===== src/rtl/pbb_pkg.sv =====
package pbb_pkg;

   typedef enum logic [1:0] {
      SZ_BYTE = 2'd0,
      SZ_WORD = 2'd1,
      SZ_LONG = 2'd2,
      SZ_RSVD = 2'd3
   } size_e;

   typedef enum logic [2:0] {
      RG_CODE   = 3'd0,
      RG_DATA   = 3'd1,
      RG_FASTIO = 3'd2,
      RG_INTC   = 3'd3,
      RG_PERIPH = 3'd4,
      RG_NONE   = 3'd7
   } region_e;

   typedef enum logic [2:0] {
      ST_IDLE  = 3'd0,
      ST_PB_HI = 3'd1,
      ST_PB_LO = 3'd2,
      ST_LOCAL = 3'd3,
      ST_RESP  = 3'd4
   } state_e;

   typedef struct packed {
      region_e region;
      logic    legal;
      logic    unmapped;
   } verdict_t;

   function automatic region_e region_of(int idx);
      case (idx)
         0:       return RG_CODE;
         1:       return RG_DATA;
         2:       return RG_FASTIO;
         3:       return RG_INTC;
         4, 5:    return RG_PERIPH;
         default: return RG_NONE;
      endcase
   endfunction

   function automatic logic size_ok(region_e rg, logic wr, size_e sz);
      case (rg)
         RG_CODE:                     return wr ? (sz == SZ_LONG) : (sz != SZ_RSVD);
         RG_DATA, RG_FASTIO, RG_INTC: return sz != SZ_RSVD;
         RG_PERIPH:                   return (sz == SZ_BYTE) || (sz == SZ_WORD);
         default:                     return 1'b0;
      endcase
   endfunction

   function automatic logic aligned(logic [1:0] lo, size_e sz);
      case (sz)
         SZ_BYTE: return 1'b1;
         SZ_WORD: return !lo[0];
         SZ_LONG: return lo == 2'b00;
         default: return 1'b0;
      endcase
   endfunction

endpackage


===== src/rtl/pbb_region_decode.sv =====
module pbb_region_decode
   import pbb_pkg::*;
#(
   parameter int            AW          = 32,
   parameter logic [AW-1:0] CODE_BASE   = 32'h0000_0000,
   parameter logic [AW-1:0] CODE_SPAN   = 32'h0002_0000,
   parameter logic [AW-1:0] DATA_BASE   = 32'h0080_0000,
   parameter logic [AW-1:0] DATA_SPAN   = 32'h0000_2000,
   parameter logic [AW-1:0] FIO_BASE    = 32'h00C0_0000,
   parameter logic [AW-1:0] FIO_SPAN    = 32'h0000_0010,
   parameter logic [AW-1:0] INTC_BASE   = 32'hFFFF_FFC0,
   parameter logic [AW-1:0] INTC_SPAN   = 32'h0000_0040,
   parameter logic [AW-1:0] PGA_BASE    = 32'hFFFF_8000,
   parameter logic [AW-1:0] PGA_SPAN    = 32'h0000_0080,
   parameter logic [AW-1:0] PGB_BASE    = 32'hFFFF_9800,
   parameter logic [AW-1:0] PGB_SPAN    = 32'h0000_0100
) (
   input  logic [AW-1:0] addr,
   input  logic          wr,
   input  size_e         sz,
   output verdict_t      verdict
);

   localparam int NREG = 6;
   localparam logic [NREG-1:0][AW-1:0] BASE_T =
      {PGB_BASE, PGA_BASE, INTC_BASE, FIO_BASE, DATA_BASE, CODE_BASE};
   localparam logic [NREG-1:0][AW-1:0] SPAN_T =
      {PGB_SPAN, PGA_SPAN, INTC_SPAN, FIO_SPAN, DATA_SPAN, CODE_SPAN};

   logic [NREG-1:0] hit;

   for (genvar g = 0; g < NREG; g++) begin : g_win
      localparam logic [AW-1:0] MASK = SPAN_T[g] - 1'b1;
      if (SPAN_T[g] == '0 || (SPAN_T[g] & MASK) != '0) begin : g_bad_span
         $error("window %0d span must be a nonzero power of two", g);
      end
      if ((BASE_T[g] & MASK) != '0) begin : g_bad_base
         $error("window %0d base must be aligned to its span", g);
      end
      assign hit[g] = (addr & ~MASK) == BASE_T[g];
   end

   region_e rg;

   always_comb begin
      rg = RG_NONE;
      for (int i = NREG - 1; i >= 0; i--) begin
         if (hit[i]) rg = region_of(i);
      end
   end

   always_comb begin
      verdict.region   = rg;
      verdict.unmapped = (hit == '0);
      verdict.legal    = (hit != '0) && size_ok(rg, wr, sz) && aligned(addr[1:0], sz);
   end

endmodule


===== src/rtl/pbb_lane_steer.sv =====
module pbb_lane_steer
   import pbb_pkg::*;
#(
   parameter int DW = 32,
   parameter int PW = 8,
   localparam int NLANE = DW / PW,
   localparam int LW    = $clog2(NLANE)
) (
   input  logic [LW-1:0] lane,
   input  size_e         sz,
   input  logic [DW-1:0] wdata,
   input  logic [PW-1:0] rd_hi,
   input  logic [PW-1:0] rd_lo,
   output logic [PW-1:0] wr_first,
   output logic [PW-1:0] wr_second,
   output logic [DW-1:0] rd_place
);

   if (NLANE != 4 || DW != NLANE * PW) begin : g_bad_width
      $error("system width must be exactly four peripheral bytes");
   end

   always_comb begin
      wr_first  = '0;
      wr_second = '0;
      rd_place  = '0;
      for (int l = 0; l < NLANE; l++) begin
         if (sz == SZ_BYTE && lane == LW'(l)) begin
            wr_first                    = wdata[DW-1-PW*l -: PW];
            rd_place[DW-1-PW*l -: PW]   = rd_hi;
         end
      end
      for (int h = 0; h < NLANE / 2; h++) begin
         if (sz == SZ_WORD && lane[LW-1:1] == (LW-1)'(h)) begin
            wr_first                          = wdata[DW-1-2*PW*h -: PW];
            wr_second                         = wdata[DW-1-2*PW*h-PW -: PW];
            rd_place[DW-1-2*PW*h -: PW]       = rd_hi;
            rd_place[DW-1-2*PW*h-PW -: PW]    = rd_lo;
         end
      end
   end

endmodule


===== src/rtl/pbb_seq.sv =====
module pbb_seq
   import pbb_pkg::*;
#(
   parameter int AW  = 32,
   parameter int DW  = 32,
   parameter int PW  = 8,
   parameter int PAW = 16
) (
   input  logic           clk,
   input  logic           rst_n,
   input  logic           cfg_exc_sel,
   input  logic           s_req,
   input  logic [AW-1:0]  s_addr,
   input  size_e          s_size,
   input  logic           s_write,
   input  logic [DW-1:0]  s_wdata,
   input  verdict_t       verdict,
   input  logic [PW-1:0]  wr_first,
   input  logic [PW-1:0]  wr_second,
   input  logic [DW-1:0]  rd_place,
   input  logic [PW-1:0]  p_rdata,
   input  logic           m_ack,
   input  logic [DW-1:0]  m_rdata,
   output logic [AW-1:0]  addr_q,
   output size_e          size_q,
   output logic [DW-1:0]  wdata_q,
   output logic [PW-1:0]  hi_q,
   output logic [PW-1:0]  lo_q,
   output logic           s_ack,
   output logic           s_err,
   output logic [DW-1:0]  s_rdata,
   output logic           rst_req,
   output logic           addr_exc,
   output logic           p_sel,
   output logic           p_wr,
   output logic [PAW-1:0] p_addr,
   output logic [PW-1:0]  p_wdata,
   output logic           m_sel,
   output logic [1:0]     m_tgt,
   output logic           m_write
);

   if (PAW > AW) begin : g_bad_paw
      $error("peripheral address wider than system address");
   end

   state_e        state;
   region_e       rg_q;
   logic          wr_q;
   logic          err_q;
   logic          rst_q;
   logic          exc_q;
   logic [DW-1:0] loc_q;

   always_ff @(posedge clk or negedge rst_n) begin
      if (!rst_n) begin
         state   <= ST_IDLE;
         rg_q    <= RG_NONE;
         wr_q    <= 1'b0;
         err_q   <= 1'b0;
         rst_q   <= 1'b0;
         exc_q   <= 1'b0;
         addr_q  <= '0;
         size_q  <= SZ_BYTE;
         wdata_q <= '0;
         hi_q    <= '0;
         lo_q    <= '0;
         loc_q   <= '0;
      end else begin
         case (state)
            ST_IDLE: begin
               if (s_req) begin
                  addr_q  <= s_addr;
                  size_q  <= s_size;
                  wr_q    <= s_write;
                  wdata_q <= s_wdata;
                  rg_q    <= verdict.region;
                  err_q   <= !verdict.legal;
                  rst_q   <= verdict.unmapped && !cfg_exc_sel;
                  exc_q   <= verdict.unmapped && cfg_exc_sel;
                  hi_q    <= '0;
                  lo_q    <= '0;
                  loc_q   <= '0;
                  if (!verdict.legal)                  state <= ST_RESP;
                  else if (verdict.region == RG_PERIPH) state <= ST_PB_HI;
                  else                                  state <= ST_LOCAL;
               end
            end
            ST_PB_HI: begin
               if (!wr_q) hi_q <= p_rdata;
               state <= (size_q == SZ_WORD) ? ST_PB_LO : ST_RESP;
            end
            ST_PB_LO: begin
               if (!wr_q) lo_q <= p_rdata;
               state <= ST_RESP;
            end
            ST_LOCAL: begin
               if (m_ack) begin
                  if (!wr_q) loc_q <= m_rdata;
                  state <= ST_RESP;
               end
            end
            default: state <= ST_IDLE;
         endcase
      end
   end

   logic in_resp;
   logic read_ok;

   always_comb begin
      in_resp  = (state == ST_RESP);
      read_ok  = in_resp && !err_q && !wr_q;
      s_ack    = in_resp;
      s_err    = in_resp && err_q;
      rst_req  = in_resp && rst_q;
      addr_exc = in_resp && exc_q;
      s_rdata  = '0;
      if (read_ok) s_rdata = (rg_q == RG_PERIPH) ? rd_place : loc_q;
      p_sel    = (state == ST_PB_HI) || (state == ST_PB_LO);
      p_wr     = p_sel && wr_q;
      p_addr   = '0;
      p_wdata  = '0;
      if (p_sel) begin
         p_addr = addr_q[PAW-1:0];
         if (state == ST_PB_LO) p_addr[0] = 1'b1;
         if (wr_q) p_wdata = (state == ST_PB_LO) ? wr_second : wr_first;
      end
      m_sel    = (state == ST_LOCAL);
      m_tgt    = m_sel ? rg_q[1:0] : 2'b00;
      m_write  = m_sel && wr_q;
   end

endmodule


===== src/rtl/pbb_bridge.sv =====
module pbb_bridge
   import pbb_pkg::*;
#(
   parameter int           AW        = 32,
   parameter int           DW        = 32,
   parameter int           PW        = 8,
   parameter int           PAW       = 16,
   parameter logic [31:0]  CODE_BASE = 32'h0000_0000,
   parameter logic [31:0]  CODE_SPAN = 32'h0002_0000,
   parameter logic [31:0]  DATA_BASE = 32'h0080_0000,
   parameter logic [31:0]  DATA_SPAN = 32'h0000_2000,
   parameter logic [31:0]  FIO_BASE  = 32'h00C0_0000,
   parameter logic [31:0]  FIO_SPAN  = 32'h0000_0010,
   parameter logic [31:0]  INTC_BASE = 32'hFFFF_FFC0,
   parameter logic [31:0]  INTC_SPAN = 32'h0000_0040,
   parameter logic [31:0]  PGA_BASE  = 32'hFFFF_8000,
   parameter logic [31:0]  PGA_SPAN  = 32'h0000_0080,
   parameter logic [31:0]  PGB_BASE  = 32'hFFFF_9800,
   parameter logic [31:0]  PGB_SPAN  = 32'h0000_0100
) (
   input  logic           clk,
   input  logic           rst_n,
   input  logic           cfg_exc_sel,
   input  logic           s_req,
   input  logic [31:0]    s_addr,
   input  logic [1:0]     s_size,
   input  logic           s_write,
   input  logic [31:0]    s_wdata,
   output logic           s_ack,
   output logic           s_err,
   output logic [31:0]    s_rdata,
   output logic           rst_req,
   output logic           addr_exc,
   output logic           p_sel,
   output logic           p_wr,
   output logic [15:0]    p_addr,
   output logic [7:0]     p_wdata,
   input  logic [7:0]     p_rdata,
   output logic           m_sel,
   output logic [1:0]     m_tgt,
   output logic [31:0]    m_addr,
   output logic [1:0]     m_size,
   output logic           m_write,
   output logic [31:0]    m_wdata,
   input  logic           m_ack,
   input  logic [31:0]    m_rdata
);

   localparam int LW = $clog2(DW / PW);

   if (AW != 32 || DW != 32 || PW != 8 || PAW != 16) begin : g_bad_cfg
      $error("port widths of this top are fixed at 32/32/8/16");
   end

   verdict_t      verdict;
   logic [AW-1:0] addr_q;
   size_e         size_q;
   logic [DW-1:0] wdata_q;
   logic [PW-1:0] hi_q;
   logic [PW-1:0] lo_q;
   logic [PW-1:0] wr_first;
   logic [PW-1:0] wr_second;
   logic [DW-1:0] rd_place;

   pbb_region_decode #(
      .AW(AW),
      .CODE_BASE(CODE_BASE), .CODE_SPAN(CODE_SPAN),
      .DATA_BASE(DATA_BASE), .DATA_SPAN(DATA_SPAN),
      .FIO_BASE(FIO_BASE),   .FIO_SPAN(FIO_SPAN),
      .INTC_BASE(INTC_BASE), .INTC_SPAN(INTC_SPAN),
      .PGA_BASE(PGA_BASE),   .PGA_SPAN(PGA_SPAN),
      .PGB_BASE(PGB_BASE),   .PGB_SPAN(PGB_SPAN)
   ) u_decode (
      .addr    (s_addr),
      .wr      (s_write),
      .sz      (size_e'(s_size)),
      .verdict (verdict)
   );

   pbb_lane_steer #(.DW(DW), .PW(PW)) u_lanes (
      .lane      (addr_q[LW-1:0]),
      .sz        (size_q),
      .wdata     (wdata_q),
      .rd_hi     (hi_q),
      .rd_lo     (lo_q),
      .wr_first  (wr_first),
      .wr_second (wr_second),
      .rd_place  (rd_place)
   );

   pbb_seq #(.AW(AW), .DW(DW), .PW(PW), .PAW(PAW)) u_seq (
      .clk         (clk),
      .rst_n       (rst_n),
      .cfg_exc_sel (cfg_exc_sel),
      .s_req       (s_req),
      .s_addr      (s_addr),
      .s_size      (size_e'(s_size)),
      .s_write     (s_write),
      .s_wdata     (s_wdata),
      .verdict     (verdict),
      .wr_first    (wr_first),
      .wr_second   (wr_second),
      .rd_place    (rd_place),
      .p_rdata     (p_rdata),
      .m_ack       (m_ack),
      .m_rdata     (m_rdata),
      .addr_q      (addr_q),
      .size_q      (size_q),
      .wdata_q     (wdata_q),
      .hi_q        (hi_q),
      .lo_q        (lo_q),
      .s_ack       (s_ack),
      .s_err       (s_err),
      .s_rdata     (s_rdata),
      .rst_req     (rst_req),
      .addr_exc    (addr_exc),
      .p_sel       (p_sel),
      .p_wr        (p_wr),
      .p_addr      (p_addr),
      .p_wdata     (p_wdata),
      .m_sel       (m_sel),
      .m_tgt       (m_tgt),
      .m_write     (m_write)
   );

   assign m_addr  = m_sel ? addr_q  : '0;
   assign m_size  = m_sel ? size_q  : 2'b00;
   assign m_wdata = m_sel ? wdata_q : '0;

endmodule


===== config.mk =====
export PLATFORM = sky130hd
export DESIGN_NAME = pbb_bridge
export DESIGN_NICKNAME = d
export VERILOG_FILES = /design/src/rtl/pbb_pkg.sv /design/src/rtl/pbb_region_decode.sv /design/src/rtl/pbb_lane_steer.sv /design/src/rtl/pbb_seq.sv /design/src/rtl/pbb_bridge.sv
export SDC_FILE = /design/constraint.sdc
export NUM_CORES = 1
export LEC_CHECK = 0
export ABC_AREA = 0
export CAP_MARGIN = 15
export CORE_MARGIN = 5
export CORE_UTILIZATION = 43
export CTS_BUF_LIST = sky130_fd_sc_hd__clkbuf_8
export CTS_CLUSTER_SIZE = 16
export DETAILED_ROUTE_END_ITERATION = 8
export GPL_ROUTABILITY_DRIVEN = 0
export PLACE_DENSITY = 0.77
export RECOVER_POWER = 100
export REMOVE_ABC_BUFFERS = 1
export SKIP_LAST_GASP = 1
export SYNTH_ARGS = -nofsm -noshare
export SYNTH_HDL_FRONTEND = slang
export SYNTH_SLANG_ARGS = --single-unit

===== constraint.sdc =====
create_clock -name clk -period 3.75 [get_ports clk]
set_input_delay 0.75 -clock clk [delete_from_list [all_inputs] [get_ports clk]]
set_output_delay 0.75 -clock clk [all_outputs]
set_load 0.05 [all_outputs]

# == Word level (Yosys, flattened, before mapping) ==
# Index checks and enable logic that the tools add are counted.
# word_totals
ff_bits,124
latchBits,0
ram_bits,0
romBits,0
out_inout_bits,132
n_memories,0
# classes
add_sub_neg,0
mul,0
div_mod_pow,0
n_lt_le_gt_ge,0
eq_ne,26
shifts,0
n_mux,48
bitwise_logic,1
reduce_logical,42
# op_table
op,count
32-bit 2-to-1 mux,7
8-bit 2-to-1 mux,17
32-bit one-hot mux with 2 select lines,1
16-bit 2-to-1 mux,3
32-bit logical NOT,1
8-bit one-hot mux with 2 select lines,2
"28-bit by 20-bit equality test with 1-bit output, second input constant",1
3-bit 2-to-1 mux,9
"26-bit equality test, second input constant",1
"25-bit equality test, second input constant",1
"24-bit equality test, second input constant",1
"19-bit by 11-bit equality test with 1-bit output, second input constant",1
1-bit logical AND,17
"3-bit by 2-bit equality test with 1-bit output, second input constant",4
3-bit one-hot mux with 4 select lines,1
"2-bit != test, second input constant",5
"3-bit equality test, second input constant",3
2-bit logical NOT,4
2-bit 2-to-1 mux,4
"2-bit by 1-bit equality test with 1-bit output, second input constant",3
"2-bit equality test, second input constant",3
"3-bit by 1-bit equality test with 1-bit output, second input constant",2
3-bit logical NOT,2
6-bit logical NOT,1
other kinds (12),23

# == Longest topological paths before layout ==
# depth
word_depth,15
ltp_mapped,9
depth_no_buf,6

# == Modules after synthesis ==
# A second synthesis with hierarchy kept.
# hier_totals
cells_unflattened,952
hier_area_um2,7573.5
# modules_own_cells
module,instances,cells_per_inst,area_per_inst_um2
pbb_seq,1,714,5959.5
pbb_lane_steer,1,127,898.4
pbb_bridge,1,73,479.2
pbb_region_decode,1,38,236.5

# == Least setup slack after synthesis ==
# No wires, ideal clock.
# synth_timing
path_type,register to output
from,reg u_seq.state[1]
to,out p_wdata[1]
arrival_time_ns,3.218
required_time_ns,3.000
path_slack_ns,-0.218
stages_incl_launch_ff,7
path_buffers,2
cell_sequence,dfrtp_1 -> clkbuf_1 -> xnor2_1 -> nor3_1 -> nand2b_1 -> buf_1 -> a211oi_1
# synth_between
elab_chain_cells,4
# synth_rtl
element,line,rtl
start: declaration,pbb_seq.sv:47,state_e state;
start signal: assignment,pbb_seq.sv:91,state <= (size_q == SZ_WORD) ? ST_PB_LO : ST_RESP;
3-bit by 2-bit equality test with 1-bit output,"pbb_seq.sv:120, pbb_seq.sv:127",
8-bit 2-to-1 mux (2 in series),pbb_seq.sv:127,if (wr_q) p_wdata = (state == ST_PB_LO) ? wr_second : wr_first;
8-bit 2-to-1 mux *,pbb_seq.sv:124,if (p_sel) begin
end: declaration,pbb_bridge.sv:37,"output logic [7:0] p_wdata,"
# Every way passes the cells marked *; elsewhere a longest branch is shown, timed or not.

# == Worst setup path after layout ==
# layout_timing
from,reg u_seq.state[0]
to,out m_wdata[12]
# layout_between
elab_chain_cells,2
# layout_rtl
element,line,rtl
3-bit by 2-bit equality test with 1-bit output,pbb_seq.sv:129,m_sel = (state == ST_LOCAL);
32-bit 2-to-1 mux,pbb_bridge.sv:128,assign m_wdata = m_sel ? wdata_q : '0;
end: declaration,pbb_bridge.sv:44,"output logic [31:0] m_wdata,"
# Every way passes these cells.

==> flow_summary.yaml <==
cells_and_area:
  final_cell_mix: "nand2_1 (305), clkdlybuf4s50_1 (153), dfrtp_1 (120), and3_1 (71), o21ai_0 (55)"
  multi_input_area_sq_mm: 0.00342
  syn_to_final_growth_pct: 44.8
  num-fill-cells: 1343
  layout-drive-gt1-share_pct: 10.6
  fin_nets: 1169
  final_common_cell: "nand2_1"
  design_area_sq_mm: 0.00979
  seqCellArea_sq_mm: 0.00311
timing:
  hold_viol: 0
  relSlewSlack_pct: -46.0
  worst-slew-pin-transition_ns: 2.19
  finalSetupViolCount: 0
  fin_crit_ns: 3.56
  fin_tns_setup_ns: 0
  post-route-period-util_pct: 94.9
  drv_slew: 188
  max_freq_ghz: 0.281
  whs_ns: 0.473
  finClkSkew_ns: 0.00819
  rsz0062_at_grt: "no"
clock_network:
  cts_root_buf: "clkbuf_8"
  post_cts_buffers: 0
  ctsLongestPathBuffers: 2
  cts_tree: "done"
  cts-hold-fix-buffers: 0
  clock_sinks: 124
  cts_max_level: 4
  cts_resized: 0
  insertion_delay_ns: 0.44
  path_clk_slew_ns: 0.08
  numCtsBuffers: 17
placed_design:
  placed_cell_area_sq_mm: 0.00987
  dp_hpwl_um: 16200
  io_buffers: 243
power_and_ir_drop:
  total_power_uw: 3350
  leakagePower_uw: 0.00448
  powerDensity_mw_per_mm2: 342
  vdd_drop_max_uv: 241
logic_synthesis:
  synth_edf_count: 0
  synth_xor_area_share_pct: 0.130
  synth_seq_cells: 124
  synth_top_family_by_area: "simple AND/OR/NAND/NOR gates"
  yosys.area_share.simple_pct: 33.0
  synth_compound_area_share_pct: 12.1
  synthCells: 840
  synthAdderAreaFrac_pct: 0
  synth_area_per_cell_sq_um: 8.05
  synthFlopType: "dfrtp_1"
  async_reset_ff_share_pct: 100
  synthDistinctLibCells: 42
  muxShareOfSynthArea_pct: 5.03
  netlist_area_sq_mm: 0.00676
  yosysWarnings: 0
  synth_seq_area_share_pct: 45.9
floorplanning:
  io_pins: 244
  initial_core_util_pct: 44.2
  dieArea_sq_mm: 0.0183
  core_area_sq_mm: 0.0153
  rows: 45
  die_height_um: 135
  fp.dieW_um: 135
routing:
  ant_nets: 0
  first_pass_iters: 5
  wl_per_cell_um: 17.8
  wirelength_um: 22800
  drc_errors: 0
  dr_total_vias: 6900
  drt-initial-drc-count: 497
  viasPerCell: 5.38
setup_path:
  crit_fanout: 45
  worst_path_largest_cell_delay_ns: 0.81
  slowest_stage: "clkdlybuf4s50_1"
  startpoint: "u_seq.state[0]"
  cp_top_family: "buffers and inverters"
  path_buf_inv: 2
  cp_cell_sequence: "nor2b_4 -> buf_12 -> and3_1 -> clkdlybuf4s50_1"
  required_ns: 3.00
  reg2reg_from: "u_seq.state[1]"
  crit_arrival_ns: 2.81
  critPathLaunchType: "register"
  worstSetupPathType: "reg -> out"
  cp-end-kind: "primary output"
worst_hold_path:
  min_path_type: "reg -> reg"
  worstHoldStart: "u_seq.addr_q[17]"
grt:
  grt_max_degree: 91
  grt_pass1_wl_um: 35700
  antenna_found_initial: 1
  overflow: 0
  track_usage_pct: 24.7
  grt_pass1_vias: 6619
status:
  status: "finished, violations left"
  violations: "max-capacitance violations, max-slew violations"
flow_run:
  cap_violations: 3
==> tightest hold or removal path, delay by kind of cell, from the launching register on <==
kind / cells / cell delay [ns]
flops: 1 / 0.34
simple gates: 2 / 0.10
==> synthesized netlist by cell type (4+ instances only) <==
master | instances | area share (%)
a211oi_1 | 4 | 0.44
a21oi_1 | 12 | 0.89
a22o_1 | 8 | 1.0
a22oi_1 | 35 | 3.9
and2_1 | 19 | 1.8
and3_1 | 71 | 6.6
buf_1 | 6 | 0.33
clkbuf_1 | 56 | 3.1
dfrtp_1 | 121 | 45
mux2_2 | 12 | 2.0
mux2i_1 | 7 | 1.0
mux4_2 | 6 | 2.0
nand2_1 | 305 | 17
nand2b_1 | 7 | 0.65
nand3_1 | 6 | 0.44
nand4_1 | 6 | 0.56
nor2_1 | 46 | 2.6
nor3_1 | 10 | 0.74
nor4_1 | 5 | 0.46
o21ai_0 | 55 | 4.1
o22ai_1 | 6 | 0.56
or3_1 | 4 | 0.37
==> path summary, 6_finish.rpt <==
path,endpoint,slack (ns),cells after the start
worst max-delay path,m_wdata[12],0.19,4
worst min register to register,u_seq.addr_q[17],0.47,2
worst max register to register,u_seq.rst_q,0.68,6
min in group asynchronous,u_seq.loc_q[3],0.93,1
worst min-delay path,u_seq.addr_q[17],0.47,2
max in group asynchronous,u_seq.addr_q[23],0.89,2
==> power breakdown <==
part	switching [uW]	internal [uW]	total [uW]
combinational	277	250	527
clock	567	723	1290
sequential	85.2	1440	1530
==> per-stage QoR <==
step,setup slack (ns),instances,util (%)
2_1_floorplan,-6.48,775,-
3_3_place_gp,0.622,1249,64.5
3_5_place_dp,0.536,1249,64.5
4_1_cts,0.139,1281,67.3
5_1_grt,0.0340,1282,63.9
6_report,0.192,1282,63.9
==> metal layers <==
| layer | share of wire (%) | up-vias | wire length (um) | GRT usage (%) |
|---|---|---|---|---|
| met1 | 41 | 3330 | 9440 | 32.2 |
| li1 | - | 3281 | - | - |
| met5 | 0 | - | 0 | 0 |
| met4 | 2.7 | 0 | 606 | 8.68 |
| met3 | 7.2 | 41 | 1650 | 6.91 |
| met2 | 49 | 248 | 11100 | 39.4 |
==> flip-flops by register name, summed over array words and instances, names as in the netlist <==
register / cells
u_seq.size_q: 2
u_seq.wr_q: 1
u_seq.exc_q: 1
u_seq.rst_q: 1
u_seq.state: 3
u_seq.hi_q: 8
u_seq.err_q: 1
u_seq.loc_q: 32
u_seq.rg_q: 3
u_seq.wdata_q: 32
u_seq.addr_q: 32
u_seq.lo_q: 8
==> cell type report <==
type / count / area share [%]
inverter: 3 / 0.115
timing repair buffer: 263 / 26.1
multi-input combinational: 648 / 34.9
clock buffer: 17 / 2.39
sequential: 124 / 31.8
tap: 211 / 2.70
antenna: 1 / 0.0256
clock inverter: 15 / 2.01
==> logic make-up (layout without fill, tap and decap cells) <==
kind of cell	count (synthesis)	after routing
multiplexers	25	25
buffers and inverters	68	298
flip-flops	124	124
AO/OA/AOI/OAI	128	128
other	0	1
AND/OR/NAND/NOR	494	494
XOR/XNOR	1	1
Note: power is estimated with default switching activity, not from simulation.
